**src/rtl/rndsat_pkg.sv**
```systemverilog
package rndsat_pkg;
  localparam int DEF_DATA_W   = 44;
  localparam int DEF_SEL_W    = 4;
  localparam int DEF_RND_BASE = 6;
  localparam int DEF_SAT_BASE = 28;

  typedef struct packed {
    logic round_on;
    logic clip_on;
    logic clip_sym;
  } mode_t;
endpackage

```
**src/rtl/rndsat_round.sv**
```systemverilog
module rndsat_round #(
  parameter int DATA_W   = 44,
  parameter int SEL_W    = 4,
  parameter int RND_BASE = 6,
  localparam int EXT_W   = DATA_W + 1,
  localparam int SH_W    = $clog2(EXT_W + 1)
) (
  input  logic [DATA_W-1:0] din,
  input  logic              en,
  input  logic [SEL_W-1:0]  sel,
  output logic [EXT_W-1:0]  dout,
  output logic [SH_W-1:0]   lsb_pos
);
  logic [SH_W-1:0]  pos;
  logic [EXT_W-1:0] ext, half, keep_mask;

  always_comb begin
    pos       = SH_W'(RND_BASE) + SH_W'(sel);
    ext       = {din[DATA_W-1], din};
    half      = EXT_W'(1) << (pos - SH_W'(1));
    keep_mask = ~((EXT_W'(1) << pos) - EXT_W'(1));
    if (en) begin
      dout    = (ext + half) & keep_mask;
      lsb_pos = pos;
    end else begin
      dout    = ext;
      lsb_pos = '0;
    end
  end
endmodule

```
**src/rtl/rndsat_limits.sv**
```systemverilog
module rndsat_limits #(
  parameter int DATA_W   = 44,
  parameter int SEL_W    = 4,
  parameter int SAT_BASE = 28,
  localparam int EXT_W   = DATA_W + 1,
  localparam int SH_W    = $clog2(EXT_W + 1)
) (
  input  logic [SEL_W-1:0] sel,
  input  logic             sym,
  input  logic [SH_W-1:0]  lsb_pos,
  output logic [EXT_W-1:0] hi_lim,
  output logic [EXT_W-1:0] lo_lim
);
  logic [SH_W-1:0]  msb;
  logic [EXT_W-1:0] top_w;

  always_comb begin
    msb    = SH_W'(SAT_BASE) + SH_W'(sel);
    top_w  = EXT_W'(1) << msb;
    hi_lim = top_w - EXT_W'(1);
    lo_lim = (~top_w) + EXT_W'(1);
    if (sym) lo_lim = lo_lim + (EXT_W'(1) << lsb_pos);
  end
endmodule

```
**src/rtl/rndsat_clamp.sv**
```systemverilog
module rndsat_clamp #(
  parameter int DATA_W = 44,
  localparam int EXT_W = DATA_W + 1
) (
  input  logic [EXT_W-1:0]  val,
  input  logic [EXT_W-1:0]  hi_lim,
  input  logic [EXT_W-1:0]  lo_lim,
  input  logic              en,
  output logic [DATA_W-1:0] dout,
  output logic              clip
);
  logic over, under;

  always_comb begin
    over  = $signed(val) > $signed(hi_lim);
    under = $signed(val) < $signed(lo_lim);
    clip  = en && (over || under);
    if (en && over)       dout = hi_lim[DATA_W-1:0];
    else if (en && under) dout = lo_lim[DATA_W-1:0];
    else                  dout = val[DATA_W-1:0];
  end
endmodule

```
**src/rtl/rndsat_unit.sv**
```systemverilog
module rndsat_unit
  import rndsat_pkg::*;
#(
  parameter int DATA_W   = DEF_DATA_W,
  parameter int SEL_W    = DEF_SEL_W,
  parameter int RND_BASE = DEF_RND_BASE,
  parameter int SAT_BASE = DEF_SAT_BASE,
  localparam int EXT_W   = DATA_W + 1,
  localparam int SH_W    = $clog2(EXT_W + 1)
) (
  input  logic              clk,
  input  logic              rst,
  input  logic              src_valid,
  input  logic [DATA_W-1:0] src_word,
  input  logic              round_on,
  input  logic [SEL_W-1:0]  round_sel,
  input  logic              clip_on,
  input  logic [SEL_W-1:0]  clip_sel,
  input  logic              clip_sym,
  output logic              res_valid,
  output logic [DATA_W-1:0] res_word,
  output logic              res_clip
);
  mode_t            mode;
  logic [EXT_W-1:0] rounded, hi_lim, lo_lim;
  logic [SH_W-1:0]  lsb_pos;
  logic [DATA_W-1:0] clamped;
  logic              clip_now;

  assign mode = '{round_on: round_on, clip_on: clip_on, clip_sym: clip_sym};

  rndsat_round #(.DATA_W(DATA_W), .SEL_W(SEL_W), .RND_BASE(RND_BASE)) u_round (
    .din(src_word), .en(mode.round_on), .sel(round_sel),
    .dout(rounded), .lsb_pos(lsb_pos)
  );

  rndsat_limits #(.DATA_W(DATA_W), .SEL_W(SEL_W), .SAT_BASE(SAT_BASE)) u_limits (
    .sel(clip_sel), .sym(mode.clip_sym), .lsb_pos(lsb_pos),
    .hi_lim(hi_lim), .lo_lim(lo_lim)
  );

  rndsat_clamp #(.DATA_W(DATA_W)) u_clamp (
    .val(rounded), .hi_lim(hi_lim), .lo_lim(lo_lim), .en(mode.clip_on),
    .dout(clamped), .clip(clip_now)
  );

  always_ff @(posedge clk) begin
    if (rst) begin
      res_valid <= 1'b0;
      res_clip  <= 1'b0;
      res_word  <= '0;
    end else begin
      res_valid <= src_valid;
      res_clip  <= src_valid && clip_now;
      if (src_valid) res_word <= clamped;
    end
  end

  // one-cycle valid latency
  a_r1_valid_follows: assert property (@(posedge clk) disable iff (rst)
    src_valid |=> res_valid);
  a_r1_idle_follows: assert property (@(posedge clk) disable iff (rst)
    !src_valid |=> !res_valid);
  // flag only with a result, word held otherwise
  a_r10_clip_with_valid: assert property (@(posedge clk) disable iff (rst)
    res_clip |-> res_valid);
  a_r10_word_held: assert property (@(posedge clk) disable iff (rst)
    !src_valid |=> $stable(res_word));
  // no flag when saturation is off
  a_r9_no_clip_when_off: assert property (@(posedge clk) disable iff (rst)
    (src_valid && !clip_on) |=> !res_clip);
  // a clamped word fits the selected field (bits above m equal bit m)
  a_r5_clip_fits_field: assert property (@(posedge clk) disable iff (rst)
    (src_valid && clip_on) |=>
      (($signed(res_word) >>> (SAT_BASE + int'($past(clip_sel)))) == 0 ||
       ($signed(res_word) >>> (SAT_BASE + int'($past(clip_sel)))) == -1));
  // unclamped rounded word has no bits below the rounding position
  a_r3_low_bits_clear: assert property (@(posedge clk) disable iff (rst)
    (src_valid && round_on) |=> (res_clip ||
      ((res_word & ((DATA_W'(1) << (RND_BASE + int'($past(round_sel)))) - DATA_W'(1))) == '0)));
endmodule

```
**config.mk**
```make
export PLATFORM = sky130hd
export DESIGN_NAME = rndsat_unit
export DESIGN_NICKNAME = d
export VERILOG_FILES = /design/src/rtl/rndsat_pkg.sv /design/src/rtl/rndsat_round.sv /design/src/rtl/rndsat_limits.sv /design/src/rtl/rndsat_clamp.sv /design/src/rtl/rndsat_unit.sv
export SDC_FILE = /design/constraint.sdc
export NUM_CORES = 1
export LEC_CHECK = 0
export BUFFER_PORTS_ARGS = -buffer_cell sky130_fd_sc_hd__buf_2
export CORE_ASPECT_RATIO = 2
export CORE_MARGIN = 2
export CORE_UTILIZATION = 39
export DETAILED_ROUTE_END_ITERATION = 10
export GPL_ROUTABILITY_DRIVEN = 0
export PLACE_DENSITY = 0.54
export SETUP_SLACK_MARGIN = 0.3
export SLEW_MARGIN = 25
export SYNTH_ARGS = -nofsm -noshare
export SYNTH_HDL_FRONTEND = slang
export SYNTH_HIERARCHICAL = 1
export SYNTH_SLANG_ARGS = --single-unit
```
**constraint.sdc**
```tcl
create_clock -name clk -period 7.7 [get_ports clk]
set_input_delay 0.385 -clock clk [delete_from_list [all_inputs] [get_ports clk]]
set_output_delay 0.385 -clock clk [all_outputs]
set_load 0.05 [all_outputs]
```
# Yosys cells after proc, flatten, opt, wreduce, memory -nomap -nowiden

Cells that the tools add are included.

Register bits after elaboration: 46
Input port bits: 58
Output and inout port bits: 46
Logic and storage cells: 30

$add $sub $neg: 8
$lt $le $gt $ge: 2
Shift operators: 4
Multiplexer cells: 5
Bitwise gates (word level): 3
Reductions and logical operators: 5

Operator list:

| operator                | number |
|---|---|
| $shl A1 B6 Y45 const A  | 4 |
| $add A45 B45 Y45        | 2 |
| $mux W45                | 2 |
| $not A45 Y45            | 2 |
| $mux W44                | 2 |
| $add A45 B1 Y45 const B | 1 |
| $and A45 B45 Y45        | 1 |
| $gt A45 B45 Y1          | 1 |
| $lt A45 B45 Y1          | 1 |
| $sub A45 B1 Y45 const B | 1 |
| $sub A45 B2 Y45 const B | 1 |
| $add A5 B4 Y6 const A   | 1 |
| $mux W6                 | 1 |
| $sub A6 B1 Y6 const B   | 1 |
| $add A3 B4 Y5 const A   | 1 |
| $logic_and A1 B1 Y1     | 4 |
| $logic_or A1 B1 Y1      | 1 |

# Depth between registers and ports, before layout

Gate-level depths: netlist (run 1).

Depth after elaboration: 10
Mapped depth: 36

# By module

The synthesis (run 1) kept the hierarchy.

Modules (own cells, without submodules):

| module        | instances | cells each | area an instance (sq um) | seq. area each (sq um) |
|---|---|---|---|---|
| rndsat_round  | 1         | 635        | 4057.6                   | 0.0 |
| rndsat_limits | 1         | 631        | 3925.0                   | 0.0 |
| rndsat_clamp  | 1         | 424        | 3338.2                   | 0.0 |
| rndsat_unit   | 1         | 146        | 1651.6                   | 920.9 |

# Worst setup path after synthesis (run 1)

No wires, ideal clock.

Path type: input -> register
From: input port round_sel[2]
To: register res_word[0]
Setup time: 0.116 ns
Arrival time: 6.992 ns
Data required time: 7.584 ns
Setup slack: 0.592 ns
Stages on the path: 31
Cells stage by stage: buf_2 -> inv_1 -> ha_1 -> clkbuf_1 -> nor2b_1 -> o21ai_1 -> and2_1 -> o21ai_0 -> or2_2 -> nor2_1 -> ha_1 -> a2111oi_0 -> nor3b_1 -> a221o_1 -> o2bb2ai_1 -> or2_1 -> a211o_1 -> a41oi_2 -> xnor2_1 -> mux2_2 -> ha_1 -> nand4_1 -> or4_4 -> o311ai_1 -> nor3_1 -> a311oi_2 -> buf_6 -> mux2_1 -> mux2_1 -> mux2i_1 -> nor2_1

Cells in the longest elaborated chain, start to end: 10

Ends and longest elaborated chain:

| what                                              | RTL line                               | source |
|---|---|---|
| start, declared                                   | rndsat_unit.sv:16                      | `input logic [SEL_W-1:0] round_sel,` |
| $add A3 B4 Y5 (*)                                 | rndsat_round.sv:18                     | `pos = SH_W'(RND_BASE) + SH_W'(sel);` |
| $sub A6 B1 Y6 or $shl A1 B6 Y45 (tied branches)   | rndsat_round.sv:20, rndsat_round.sv:21 |  |
| $shl A1 B6 Y45 or $sub A45 B2 Y45 (tied branches) | rndsat_round.sv:20, rndsat_round.sv:21 |  |
| $add A45 B45 Y45 or $not A45 Y45 (tied branches)  | rndsat_round.sv:23, rndsat_round.sv:21 |  |
| $and A45 B45 Y45 (*)                              | rndsat_round.sv:23                     | `dout = (ext + half) & keep_mask;` |
| $mux W45 (*)                                      | rndsat_round.sv:22                     | `if (en) begin` |
| via rounded[39]                                   | rndsat_unit.sv:25                      | `logic [EXT_W-1:0] rounded, hi_lim, lo_lim;` |
| $lt A45 B45 Y1                                    | rndsat_clamp.sv:16                     | `under = $signed(val) < $signed(lo_lim);` |
| $logic_and A1 B1 Y1                               | rndsat_clamp.sv:19                     | `else if (en && under) dout = lo_lim[DATA_W-1:0];` |
| $mux W44                                          | rndsat_clamp.sv:19                     |  |
| $mux W44 (*)                                      | rndsat_clamp.sv:18                     | `if (en && over) dout = hi_lim[DATA_W-1:0];` |
| via clamped[0]                                    | rndsat_unit.sv:27                      | `logic [DATA_W-1:0] clamped;` |
| end signal, assigned                              | rndsat_unit.sv:55                      | `if (src_valid) res_word <= clamped;` |
| end, declared                                     | rndsat_unit.sv:21                      | `output logic [DATA_W-1:0] res_word,` |

Mark *: on every way through the listed nets, which the timed path passes. The rest lies on a longest branch.
A chain may end at the register's enable or synchronous reset.

# Worst setup path after layout (run 1)

From: input port round_sel[2]
To: register res_word[22]

The elaborated chain is that of the path after synthesis.

==> results.json, run 1 <==
{
  "worst_hold_path_type": "reg -> reg",
  "r2r-start": "res_word[1]",
  "initial_utilization_pct": 39.53,
  "yosys.area_share.adder_pct": 18.44,
  "dp_slack_ps": -351.2,
  "drive_gt1_share_pct": 14.96,
  "async_flop_share_pct": 0,
  "synth_xor_area_share_pct": 5.806,
  "required_ps": 7930,
  "yosysWarnings": 6,
  "max_cap_violations": 0,
  "path_clk_slew_ps": 70,
  "first_global_vias": 14270,
  "hold_buffers": 0,
  "rsz0062_at_grt": "false",
  "synth_top_family_by_area": "compound AO/OA/AOI/OAI gates",
  "avgSynthCellArea_um2": 7.066,
  "worstMarginPinSlew_ps": 1049,
  "multiInputGateArea_mm2": 0.01117,
  "root_buffer": "clkbuf_16",
  "cp-start-kind": "input pin",
  "drc": 0,
  "ys_seq_area_share_pct": 7.099,
  "cts_tree": "done",
  "diodes": 0,
  "period_needed_ps": 7157,
  "power_mw": 1.886,
  "dieHeight_um": 261.9,
  "synth.distinct_cells": 92,
  "clk_latency_ps": 310,
  "status": "finished, final reports clean",
  "clk_path_buf_depth": 2,
  "crit_path_top_delay_cell": "a2111oi_2",
  "drt_wl_total_um": 49940,
  "areaGrowthSynthToFinish_pct": 14.28,
  "dieArea_mm2": 0.03483,
  "syn_area_mm2": 0.01297,
  "synth_edf_count": 0,
  "critPathCapture": "res_word[22]",
  "synth_compound_area_share_pct": 24.40,
  "die_w_um": 133.0,
  "criticalPathCategory": "in -> reg",
  "endpoint_kind": "register",
  "crit_fanout": 8,
  "io_buffers": 103,
  "track_usage_pct": 27.92,
  "ctsHtreeMaxLevel": 2,
  "vias": 13990,
  "drv_slew": 0,
  "fillers": 3391,
  "fmax_ghz": 0.1397,
  "p_per_area_mw_per_mm2": 127.2,
  "ys_ff_latch": 46,
  "io_pins": 104,
  "rr_worst_depth": 2,
  "grt_first_pass_wirelength_um": 75760,
  "finClkSkew_ps": 0,
  "fin_nets": 2247,
  "dominantRegCellSynth": "dfxtp_1",
  "routed_via_density": 5.756,
  "synth_area_leaders": "ha_1 18%, mux2i_1 11%, dfxtp_1 7.1%",
  "netlist_instances": 1836,
  "fin_crit_sh_pct": 92.95,
  "ys_top_cells_by_count": "208 x nor2_1, 188 x ha_1, 160 x inv_1",
  "antenna_left": 0,
  "cts_num_sinks": 46,
  "wl_per_cell_um": 20.54,
  "seqCellArea_um2": 920.9,
  "synth_top_area_share_pct": 18.13,
  "instances_no_fill": 2431,
  "vdd_ir_drop_max_v": 0.0001248,
  "tns_ps": 0,
  "finalInstanceArea_mm2": 0.01483,
  "regToRegEndpoint": "res_word[1]",
  "fin_ws_ps": 542.6,
  "finalHoldViolations": 0,
  "r2r_slack_ps": 6960,
  "overflow": 0,
  "antenna_found_initial": 0,
  "core_region_area_mm2": 0.03281,
  "crit_arrival_ps": 7390,
  "first_pass_iters": 6,
  "rows": 94,
  "max_stage_delay_ps": 420,
  "crit_path_start": "round_sel[2]",
  "total_leakage_power_nw": 7.673,
  "setup_violations": 0,
  "numCtsBuffers": 5,
  "synth_simple_gate_area_share_pct": 22.57,
  "relSlewSlack_pct": 30.08,
  "drt_iter0_drc": 1095,
  "grt_max_degree": 46,
  "place_inst": 2419,
  "placed_cell_area_mm2": 0.01440,
  "synthMostInstantiatedCell": "nor2_1",
  "synth_top_area_cell": "ha_1",
  "muxShareOfSynthArea_pct": 11.89,
  "dp_hpwl_um": 42080
}
## layout by cell type (no fill, tap or decap), drive strengths merged, types with 6 or more instances in the layout
master and instances:
clkbuf 6, a22o 7, xor2 40, o2111ai 6
a21o 57, a211oi 16, o21bai 10, mux2i 138
dfxtp 46, conb 43, a21oi 140, o211ai 16
buf 216, o21a 14, xnor2 46, nor2b 23
and3 18, inv 160, mux2 15, o2bb2ai 12
a2111oi 11, and2 10, nand3 43, or3 20
ha 188, nand4 38, nor2 208, o41ai 7
nor4 7, a31oi 19, o22ai 7, or2 10
a21boi 6, o21ai 109, nor3 46, nand2b 17
nand2 148
## sequential cells by signal (all words and copies together), names as in the netlist
signal / cells
res_word: 44
res_clip: 1
res_valid: 1
## metrics by stage
| stage | hold slack (ps) | util (%) |
|---|---|---|
| final | 491.6 | 45.18 |
| after global routing | 520.0 | 45.18 |
| after CTS | 500.2 | 44.47 |
| after detailed placement | 479.3 | 43.90 |
| after global placement | 471.2 | 43.90 |
| after floorplan | 629.1 | - |
## power by group
| part | internal, mW | switching (mW) | leakage [nW] |
|---|---|---|---|
| registers | 0.275 | 0.0251 | 0.379 |
| logic | 0.513 | 0.798 | 7.21 |
| clock network | 0.161 | 0.114 | 0.0829 |
| total | 0.949 | 0.937 | 7.67 |
## critical path, delay by kind of cell
kind                     cells  cell delay, ps
AND/OR/NAND/NOR              8            1110
multiplexers                 4            1160
buffers and inverters        6             900
adder cells (fa/ha/maj)      3             950
AO/OA/AOI/OAI               12            2860
## logic make-up (layout without fill, tap and decap cells)
group | count (synthesis) | count (layout)
other | 3 | 43
AOI/OAI and AO/OA | 484 | 484
xor gates and xnor gates | 86 | 86
and+or+nand+nor | 613 | 613
adders and majority gates | 190 | 190
DFF | 46 | 46
muxes | 152 | 153
buffers and inverters | 262 | 384
## repair_timing
item,4_1_cts,5_1_grt
resized for setup,4,53
buffers inserted,1,3
endpoints found under the setup margin,44,45
gates cloned,0,1
pin swaps,0,6
## area by class of cell
type	count	area share (%)
inverters	161	4.076
clock inverters	1	0.2025
clock buffers	6	0.9368
multi-input cells	1569	75.34
well taps	432	3.646
repair buffers	216	9.587
flip-flops and latches	46	6.211
## routing by layer
metal	global-route usage (%)	part of all wire, %
met5	0	0
met4	21.80	8.9
met3	1.852	3.0
met2	54.55	53
met1	26.85	35
## worst min-delay path by stage
stage                 startpoint           end  slack [ps]  depth (start not counted)
finish              res_word[24]  res_word[24]         490                          2
global route        res_word[24]  res_word[24]         520                          2
CTS                 res_word[24]  res_word[24]         500                          2
detailed placement  res_word[24]  res_word[24]         480                          2
global placement     res_word[9]   res_word[9]         470                          2
floorplan                    rst   res_word[0]         630                          2
No activity file was read; power rests on OpenSTA's default activity.
==> inputs of run 2 (changes only) <==
--- a/config.mk
+++ b/config.mk
@@ -9,6 +9,7 @@
 export CORE_ASPECT_RATIO = 2
 export CORE_MARGIN = 2
 export CORE_UTILIZATION = 39
+export CTS_CLUSTER_DIAMETER = 100
 export DETAILED_ROUTE_END_ITERATION = 10
 export GPL_ROUTABILITY_DRIVEN = 0
 export PLACE_DENSITY = 0.54
@@ -16,5 +17,4 @@
 export SLEW_MARGIN = 25
 export SYNTH_ARGS = -nofsm -noshare
 export SYNTH_HDL_FRONTEND = slang
-export SYNTH_HIERARCHICAL = 1
 export SYNTH_SLANG_ARGS = --single-unit
==> results.json, run 2 <==
{
  "setup_violations": 0,
  "cts_num_sinks": 46,
  "initial_utilization_pct": 39.47,
  "total_leakage_power_nw": 5.956,
  "fmax_ghz": 0.1430,
  "p_int_mw": 0.7351,
  "avgSynthCellArea_um2": 7.018,
  "synth_edf_count": 0,
  "wl_per_cell_um": 22.91,
  "ys_top_cells_by_count": "173 x ha_1, 160 x nor2_1, 142 x nand2_1",
  "dieArea_mm2": 0.02864,
  "finalInstanceArea_mm2": 0.01227,
  "core_region_area_mm2": 0.02691,
  "drt_wl_total_um": 46220,
  "cp-start-kind": "input pin",
  "clockPowerShare_pct": 15.1,
  "final_cell_mix": "173 x ha_1, 159 x nor2_1, 141 x nand2_1",
  "criticalPathCategory": "in -> reg",
  "clk_path_buf_depth": 2,
  "synthMostInstantiatedCell": "ha_1",
  "worstMarginPinSlew_ps": 897.4,
  "async_flop_share_pct": 0,
  "crit_path_top_delay_cell": "o41ai_1",
  "max_stage_delay_ps": 500,
  "p_seq_share_pct": 19.1,
  "dominantRegCellSynth": "dfxtp_1",
  "largest_reg_flops": 44,
  "crit_top_cell": "a21o_1",
  "synth_top_area_cell": "ha_1",
  "fin_nets": 1902,
  "rows": 85,
  "die_w_um": 120.7,
  "synth_area_leaders": "ha_1 20%, dfxtp_1 8.7%, a21oi_1 5.8%",
  "vdd_ir_drop_max_v": 0.00009515,
  "regMostFlops": "res_word",
  "switching_share_pct": 50.77,
  "diodes": 0,
  "netlist_instances": 1513,
  "grt_first_pass_wirelength_um": 68810,
  "placed_cell_area_mm2": 0.01201,
  "dieHeight_um": 237.4,
  "rsz0062_at_grt": "false",
  "drive_gt1_share_pct": 14.97,
  "top_regs": "res_word x44, res_clip x1, res_valid x1",
  "max_cap_violations": 0,
  "tns_ps": 0,
  "cts_tree": "done",
  "layout_commonest_cell": "ha_1",
  "status": "finished, final reports clean",
  "drc": 0,
  "yosysWarnings": 0,
  "first_global_vias": 12180,
  "relSlewSlack_pct": 39.54,
  "grt_max_degree": 71,
  "p_comb_share_pct": 65.8,
  "track_usage_pct": 31.62,
  "clk_latency_ps": 290,
  "worst_hold_path_type": "reg -> reg",
  "endpoint_kind": "register",
  "crit_fanout": 10,
  "routed_via_density": 6.117,
  "crit_arrival_ps": 7190,
  "dp_hpwl_um": 38690,
  "ys_ff_latch": 46,
  "synth_top_area_share_pct": 20.38,
  "required_ps": 7900,
  "final_util_pct": 45.58,
  "fin_crit_sh_pct": 90.81,
  "drv_slew": 0,
  "period_needed_ps": 6992,
  "first_pass_iters": 6,
  "path_clk_slew_ps": 60,
  "antenna_left": 0,
  "synth.distinct_cells": 79,
  "p_per_area_mw_per_mm2": 121.7,
  "io_buffers": 103,
  "areaGrowthSynthToFinish_pct": 15.51,
  "numCtsBuffers": 5,
  "finalHoldViolations": 0,
  "antenna_found_initial": 0,
  "syn_area_mm2": 0.01062,
  "root_buffer": "clkbuf_16",
  "overflow": 0,
  "drt_iter0_drc": 983,
  "p_switching_mw": 0.7581,
  "io_pins": 104,
  "ctsHtreeMaxLevel": 2,
  "vias": 12340,
  "finClkSkew_ps": 0,
  "ys_seq_area_share_pct": 8.672
}
## run 2: changes by cell type after synthesis, sizes merged, moves of 13 or more
cell / previous run / this run
mux2i: 138 / 23
buf: 47 / 16
a21oi: 140 / 125
nor3: 46 / 61
a211oi: 16 / 29
or3: 20 / 5
inv: 160 / 65
a311oi: 4 / 22
ha: 188 / 173
nor2: 208 / 161
## run 2: critical path: cells and delay by family
kind	cells	cell delay (ps)
buffers and inverters	6	830
xor gates and xnor gates	1	100
muxes	1	100
AOI/OAI and AO/OA	18	3710
and+or+nand+nor	6	1080
adders and majority gates	3	960
## run 2: final timing paths
kind | endpoint | from | slack [ps] | cells after the start
setup / recovery | res_word[27] | round_sel[2] | 710 | 35
hold reg to reg | res_word[11] | res_word[11] | 480 | 2
hold / removal | res_word[11] | res_word[11] | 480 | 2
setup reg to reg | res_word[34] | res_word[34] | 6710 | 5
## run 2: metal layers
| metal | wire, um | track usage (%) | share of wire [%] | up-vias |
|---|---|---|---|---|
| met3 | 1486 | 2.279 | 3.2 | 234 |
| met5 | 0 | 0 | 0 | - |
| met4 | 6402 | 34.07 | 14 | 0 |
| li1 | - | - | - | 5888 |
| met2 | 23750 | 58.09 | 51 | 481 |
| met1 | 14590 | 28.47 | 32 | 5741 |
## run 2: kinds of logic after synthesis
kind of cell	after synthesis	synth area share, %
compound gates	508	32.56
fa+ha+maj	175	20.76
other cells	2	0.07072
buf+inv	142	5.326
xor+xnor	81	6.752
flops	46	8.672
simple gates	531	23.17
mux	28	2.698
## run 2: timing repair
action / CTS / global route
setup endpoints to repair: 0 / 45
hold buffers: 0 / 0
setup buffers: 0 / 1
resized for setup: 0 / 27
## run 2: layout make-up
type                    count  area [um2]
clock buffers               7       142.6
inverters                  68       255.2
clock inverters             1       5.005
multi-input cells        1367        9380
flip-flops and latches     46       920.9
well taps                 348       435.4
repair buffers            181        1126
fillers                  2900       14640
## run 2: per-stage QoR
stage / hold slack [ps] / cells / setup WS, ps / total power, mW
final: 483.2 / 2018 / 707.6 / 1.493
after global routing: 505.6 / 2018 / 294.9 / 1.585
after CTS: 487.0 / 2016 / 388.4 / 1.462
after detailed placement: 478.1 / 2008 / 88.51 / 1.238
after global placement: 475.8 / 2008 / 258.7 / 1.230
after floorplan: 609.9 / 1554 / 582.5 / 0.9313
## run 2: power groups by stage
stage / registers, mW / clock network (mW) / logic (mW)
after floorplan: 0.385 / 0 / 0.546
after global placement: 0.291 / 0 / 0.939
after detailed placement: 0.291 / 0 / 0.947
after CTS: 0.286 / 0.226 / 0.951
after global routing: 0.288 / 0.237 / 1.06
final: 0.286 / 0.225 / 0.983
